**config.mk**
```make
export PLATFORM = sky130hd
export DESIGN_NAME = banked_irq_ctrl
export DESIGN_NICKNAME = d
export VERILOG_FILES = /design/src/rtl/irqc_pkg.sv /design/src/rtl/irqc_sync.sv /design/src/rtl/irqc_bank.sv /design/src/rtl/irqc_prio.sv /design/src/rtl/banked_irq_ctrl.sv
export SDC_FILE = /design/constraint.sdc
export NUM_CORES = 1
export LEC_CHECK = 0
export ABC_AREA = 1
export BUFFER_PORTS_ARGS = -buffer_cell sky130_fd_sc_hd__buf_2
export CORE_UTILIZATION = 50
export DETAILED_ROUTE_END_ITERATION = 8
export PLACE_DENSITY = 0.71
export RECOVER_POWER = 25
export SYNTH_ARGS = -nofsm -noshare
export SYNTH_HDL_FRONTEND = slang
export SYNTH_SLANG_ARGS = --single-unit
```
**constraint.sdc**
```tcl
create_clock -name clk_i -period 3.45 [get_ports clk_i]
set_input_delay 0.1725 -clock clk_i [delete_from_list [all_inputs] [get_ports clk_i]]
set_output_delay 0.1725 -clock clk_i [all_outputs]
set_load 0.02 [all_outputs]
```
**src/rtl/irqc_pkg.sv**
```systemverilog
package irqc_pkg;
    localparam int BANK_W    = 32;
    localparam int NUM_BANKS = 2;
    localparam int NUM_SRC   = BANK_W * NUM_BANKS;
    localparam int WADDR_W   = 4;
    localparam int VEC_W     = 8;
    localparam int IDX_W     = $clog2(NUM_SRC);

    // word offsets inside one bank
    localparam logic [1:0] OFS_EVT = 2'd0;
    localparam logic [1:0] OFS_EN  = 2'd1;
    localparam logic [1:0] OFS_ACK = 2'd2;
    localparam logic [1:0] OFS_LVL = 2'd3;

    localparam logic [WADDR_W-1:0] VEC_WORD = '0;

    // bank b sits at word 8 - 4*b (lower sources at the higher offset)
    function automatic logic [WADDR_W-1:0] bank_word_base(input int b);
        return WADDR_W'(8 - 4 * b);
    endfunction
endpackage

```
**src/rtl/irqc_sync.sv**
```systemverilog
module irqc_sync #(
    parameter int W      = 64,
    parameter int STAGES = 2
) (
    input  logic         clk_i,
    input  logic         rst_ni,
    input  logic [W-1:0] async_i,
    output logic [W-1:0] level_o,
    output logic [W-1:0] rise_o
);
    typedef struct packed {
        logic [STAGES-1:0][W-1:0] chain;
        logic [W-1:0]             prev;
    } sync_state_t;

    sync_state_t st_d, st_q;

    always_comb begin
        st_d = st_q;
        st_d.chain[0] = async_i;
        for (int i = 1; i < STAGES; i++) begin
            st_d.chain[i] = st_q.chain[i-1];
        end
        st_d.prev = st_q.chain[STAGES-1];
    end

    always_ff @(posedge clk_i or negedge rst_ni) begin
        if (!rst_ni) begin
            st_q <= '0;
        end else begin
            st_q <= st_d;
        end
    end

    assign level_o = st_q.chain[STAGES-1];
    assign rise_o  = st_q.chain[STAGES-1] & ~st_q.prev;
endmodule

```
**src/rtl/irqc_bank.sv**
```systemverilog
module irqc_bank #(
    parameter int W = 32
) (
    input  logic         clk_i,
    input  logic         rst_ni,
    input  logic [W-1:0] rise_i,
    input  logic         en_wr_i,
    input  logic         ack_wr_i,
    input  logic [W-1:0] wdata_i,
    output logic [W-1:0] evt_o,
    output logic [W-1:0] en_o
);
    typedef struct packed {
        logic [W-1:0] evt;
        logic [W-1:0] en;
    } bank_state_t;

    bank_state_t st_d, st_q;
    logic [W-1:0] ack_mask;

    always_comb begin
        st_d     = st_q;
        ack_mask = ack_wr_i ? wdata_i : '0;
        // capture is gated by the enable in force this cycle;
        // a fresh edge overrides an acknowledge of the same bit
        st_d.evt = (st_q.evt & ~ack_mask) | (rise_i & st_q.en);
        if (en_wr_i) begin
            st_d.en = wdata_i;
        end
    end

    always_ff @(posedge clk_i or negedge rst_ni) begin
        if (!rst_ni) begin
            st_q <= '0;
        end else begin
            st_q <= st_d;
        end
    end

    assign evt_o = st_q.evt;
    assign en_o  = st_q.en;
endmodule

```
**src/rtl/irqc_prio.sv**
```systemverilog
module irqc_prio #(
    parameter int N     = 64,
    parameter int VEC_W = 8
) (
    input  logic [N-1:0]     pend_i,
    output logic [VEC_W-1:0] vec_o
);
    localparam int IDX_W = $clog2(N);

    logic             found;
    logic [IDX_W-1:0] idx;

    // later (higher) indices overwrite earlier ones: highest wins,
    // and the upper bank occupies the upper bits
    always_comb begin
        found = 1'b0;
        idx   = '0;
        for (int i = 0; i < N; i++) begin
            if (pend_i[i]) begin
                found = 1'b1;
                idx   = IDX_W'(i);
            end
        end
        vec_o = '0;
        if (found) begin
            vec_o[IDX_W-1:0] = idx;
        end else begin
            vec_o[VEC_W-1] = 1'b1;
        end
    end
endmodule

```
**src/rtl/banked_irq_ctrl.sv**
```systemverilog
module banked_irq_ctrl
    import irqc_pkg::*;
#(
    parameter int SYNC_STAGES = 2
) (
    input  logic               clk_i,
    input  logic               rst_ni,
    input  logic [NUM_SRC-1:0] src_i,
    input  logic               bus_sel_i,
    input  logic               bus_we_i,
    input  logic [WADDR_W-1:0] bus_addr_i,
    input  logic [BANK_W-1:0]  bus_wdata_i,
    output logic [BANK_W-1:0]  bus_rdata_o,
    output logic               irq_o
);
    typedef struct packed {
        logic irq;
    } top_state_t;

    top_state_t st_d, st_q;

    logic                 bus_wr;
    logic [NUM_SRC-1:0]   lvl_all;
    logic [NUM_SRC-1:0]   rise_all;
    logic [NUM_SRC-1:0]   ev_all;
    logic [NUM_SRC-1:0]   en_all;
    logic [NUM_SRC-1:0]   pend_all;
    logic [VEC_W-1:0]     vec;
    logic [NUM_BANKS-1:0] bank_hit;

    assign bus_wr = bus_sel_i & bus_we_i;

    irqc_sync #(
        .W      (NUM_SRC),
        .STAGES (SYNC_STAGES)
    ) u_sync (
        .clk_i   (clk_i),
        .rst_ni  (rst_ni),
        .async_i (src_i),
        .level_o (lvl_all),
        .rise_o  (rise_all)
    );

    for (genvar b = 0; b < NUM_BANKS; b++) begin : g_bank
        localparam logic [WADDR_W-1:0] BASE = bank_word_base(b);
        logic hit_en;
        logic hit_ack;

        assign bank_hit[b] = (bus_addr_i[WADDR_W-1:2] == BASE[WADDR_W-1:2]);
        assign hit_en      = bus_wr & bank_hit[b] & (bus_addr_i[1:0] == OFS_EN);
        assign hit_ack     = bus_wr & bank_hit[b] & (bus_addr_i[1:0] == OFS_ACK);

        irqc_bank #(
            .W (BANK_W)
        ) u_bank (
            .clk_i    (clk_i),
            .rst_ni   (rst_ni),
            .rise_i   (rise_all[b*BANK_W +: BANK_W]),
            .en_wr_i  (hit_en),
            .ack_wr_i (hit_ack),
            .wdata_i  (bus_wdata_i),
            .evt_o    (ev_all[b*BANK_W +: BANK_W]),
            .en_o     (en_all[b*BANK_W +: BANK_W])
        );
    end

    assign pend_all = (ev_all | lvl_all) & en_all;

    irqc_prio #(
        .N     (NUM_SRC),
        .VEC_W (VEC_W)
    ) u_prio (
        .pend_i (pend_all),
        .vec_o  (vec)
    );

    // read mux
    always_comb begin
        bus_rdata_o = '0;
        if (bus_addr_i == VEC_WORD) begin
            bus_rdata_o = BANK_W'(vec);
        end
        for (int b = 0; b < NUM_BANKS; b++) begin
            if (bank_hit[b]) begin
                unique case (bus_addr_i[1:0])
                    OFS_EVT: bus_rdata_o = ev_all[b*BANK_W +: BANK_W];
                    OFS_EN:  bus_rdata_o = en_all[b*BANK_W +: BANK_W];
                    OFS_LVL: bus_rdata_o = lvl_all[b*BANK_W +: BANK_W];
                    default: bus_rdata_o = '0;
                endcase
            end
        end
    end

    always_comb begin
        st_d     = st_q;
        st_d.irq = |(ev_all & en_all);
    end

    always_ff @(posedge clk_i or negedge rst_ni) begin
        if (!rst_ni) begin
            st_q <= '0;
        end else begin
            st_q <= st_d;
        end
    end

    assign irq_o = st_q.irq;
endmodule

```
==> impl_metrics.py <==
metrics = {
    "place": {
        "port_buffers": 136,
        "pre_cts_ws_ns": -0.940,
        "place_hpwl_um": 23400,
        "place.gp.congestion": 0.930,
    },
    "finish": {
        "n_antenna_cell": 0,
        "drive_gt1_frac": 0.222,
        "final_nets": 1709,
        "syn_to_final_growth_pct": 29.5,
    },
    "logic_synthesis": {
        "ys_warn_count": 0,
        "synth_top_area_share": 0.617,
        "synth_top_family_by_area": "compound AO/OA/AOI/OAI gates",
        "yosys-top-cells-count": "dfrtp_1 (321), nand2_1 (254), inv_1 (169)",
        "synth_flop_cell": "dfrtp_1",
        "synthMuxAreaShare": 0,
        "synth_compound_area_frac": 0.226,
        "ys_seq_area_frac": 0.617,
        "synth_top_cell_by_area": "dfrtp_1",
        "synth.most_common_cell": "dfrtp_1",
        "synth_cells": 1283,
        "ys_ff_latch": 321,
        "synth_area_mm2": 0.0130,
        "synth_edf_count": 0,
        "synth.distinct_cells": 30,
        "synth_simple_gate_area_frac": 0.0950,
        "synthXorXnorAreaFrac": 0,
        "yosys.area_share.adder": 0,
        "synthTopCellsByArea": "dfrtp_1 (62%), nand2_1 (7.3%), o21ai_0 (5.9%)",
        "synthArstFlopShare": 1.00,
        "syn_avg_cell_area_um2": 10.1,
        "syn_nets": 1387,
    },
    "pwr": {
        "power_frac_seq": 0.434,
        "switchingPower_uw": 3110,
        "p_int_uw": 7350,
        "power_density_mw_per_mm2": 621,
        "swShare": 0.297,
        "vdd_drop_max_mv": 0.482,
        "power.share.combinational": 0.208,
        "total_leakage_power_uw": 0.00791,
        "pwr-share-clk": 0.358,
    },
    "global_routing": {
        "grt_max_degree": 109,
        "grt_usage": 0.288,
        "grt_overflow": 0,
        "grt_pass1_wl_um": 59000,
        "antenna_found_initial": 0,
        "grt_pass1_vias": 11200,
    },
    "clock_network": {
        "clkTransAtPathRegs_ns": 0.06,
        "cts_buffers": 34,
        "cts_sinks": 321,
        "h-tree-depth": 2,
        "clk_latency_ns": 0.51,
        "cts_tree": "yes",
        "clockBufferDepth": 3,
        "clockRootBuffer": "clkbuf_16",
    },
    "critical_path": {
        "arrival_ns": 5.53,
        "r2r_slack_ns": -1.64,
        "r2r-end": "irq_o",
        "cp_common_cell": "buf_4",
        "critPathMaxStageDelay_ns": 0.41,
        "cp.required_ns": 3.89,
        "critPathMaxFanout": 4,
        "r2r.worst_path.cells": 40,
        "rr_startpoint": "g_bank[0].u_bank.en_o[1]",
        "crit_type": "register to register",
        "worstSetupStartpointType": "register",
        "end_kind": "register",
        "critPathSlowestCell": "dfrtp_2",
    },
    "routing": {
        "viasPerCell": 5.62,
        "num_vias": 11000,
        "wl_um": 37500,
        "drt_pass1_iterations": 5,
        "ant_nets": 0,
        "first_iter_violations": 945,
        "wl_per_cell_um": 19.1,
        "route.detailed.drc": 0,
    },
    "floorplan": {
        "die_area_mm2": 0.0267,
        "placementRows": 58,
        "io_pins": 137,
        "start_util": 0.514,
        "dieHeight_um": 163,
        "dieWidth_um": 163,
        "coreArea_mm2": 0.0253,
    },
    "timing": {
        "min_period_ns": 5.09,
        "finalClockSkew_ns": 0.0143,
        "hold_violations": 0,
        "worst_pin_slew_ns": 1.01,
        "relSlewSlack": 0.324,
        "finalSetupTns_ns": -3.27,
        "setup_viol": 3,
        "fmax_ghz": 0.196,
        "layout_setup_ws_ns": -1.64,
        "finalCritPeriodShare": 1.48,
        "rsz0062_at_grt": "yes",
        "slew_violations": 0,
    },
    "hold_path": {
        "whs_endpoint": "g_bank[1].u_bank.en_o[22]",
        "min_from": "bus_wdata_i[22]",
        "holdPathStages": 3,
        "min_path_type": "input pin to register",
    },
    "status": {
        "status": "finished with violations",
        "violations": "negative setup slack",
    },
    "job": {
        "drv_cap": 0,
    },
}
-- cells by family after synthesis --
group	count (synthesis)
AO/OA/AOI/OAI	439
flip-flops	321
AND/OR/NAND/NOR	309
buffers and inverters	214
-- power groups by stage --
stage | Sequential [uW] | Clock [uW] | Combinational, uW
6_report | 4540 | 3740 | 2180
5_1_grt | 4580 | 3950 | 2410
4_1_cts | 4530 | 3780 | 2120
3_5_place_dp | 4590 | 0 | 1910
3_3_place_gp | 4570 | 0 | 1870
2_1_floorplan | 4530 | 0 | 1140
-- worst max path at each step --
stage                      to  cells after the start  slack (ns)                      from
6_report                irq_o                     40       -1.64  g_bank[0].u_bank.en_o[1]
5_1_grt        bus_rdata_o[0]                     67       -2.17  g_bank[0].u_bank.en_o[1]
4_1_cts        bus_rdata_o[0]                     67       -1.49  g_bank[0].u_bank.en_o[1]
3_5_place_dp   bus_rdata_o[0]                     67       -0.94  g_bank[0].u_bank.en_o[1]
3_3_place_gp   bus_rdata_o[0]                     67       -0.94  g_bank[0].u_bank.en_o[1]
2_1_floorplan  bus_rdata_o[0]                     65       -0.16         u_sync.level_o[2]
-- placed cells by master, fill, tap and decap left out, types with 55 or more instances in the layout --
cell / n
buf_2: 133
inv_1: 169
nand2_1: 247
o22ai_1: 76
dlygate4sd3_1: 82
dfrtp_1: 320
o31ai_1: 55
o21ai_0: 153
buf_4: 100
a21oi_1: 65
-- per-layer routing --
layer  share of wire  vias to the layer above  global-route usage
li1                -                     5028                   -
met1            0.42                     5352               0.387
met2            0.47                      534               0.467
met3           0.077                       98              0.0508
met4           0.032                        0               0.110
met5               0                        -                   0
-- critical path, delay by kind of cell (launching register included) --
family / cells / cell delay (ns)
AND/OR/NAND/NOR: 4 / 0.33
buffers and inverters: 36 / 4.26
flip-flops: 1 / 0.41
-- layout make-up --
cell class                 count  area (um2)
fill                        1904        8480
sequential                   321        8030
multi-input combinational    748        4220
timing repair buffer         327        2390
clock buffer                  46         967
inverter                     173         649
tap                          330         413
clock inverter                13         174
-- stage by stage --
step	std cells	cell area (um2)	util	total power, uW	hold slack (ns)
2_1_floorplan	1283	13000	-	5660	-0.123
3_3_place_gp	1781	14600	0.574	6440	0.280
3_5_place_dp	1781	14600	0.574	6500	0.272
4_1_cts	1957	16800	0.664	10400	0.000993
5_1_grt	1958	16800	0.665	10900	0.0170
6_report	1958	16800	0.665	10500	0.00305
-- flip-flops by register name (all words and copies together), names as in the netlist --
signal               flops
g_bank.u_bank.en_o      64
g_bank.u_bank.evt_o     64
u_sync.st_d             64
u_sync.st_q             64
irq_o                    1
u_sync.level_o          64
-- what timing repair did --
item / 4_1_cts / 5_1_grt
hold buffers: 82 / 0
hold endpoints to repair: 193 / 0
resized for setup: 10 / 9
pin swaps: 6 / 3
cloned: 0 / 0
endpoints found under the setup margin: 2 / 4
buffers inserted: 35 / 1
(Power assumes the default switching activity.)
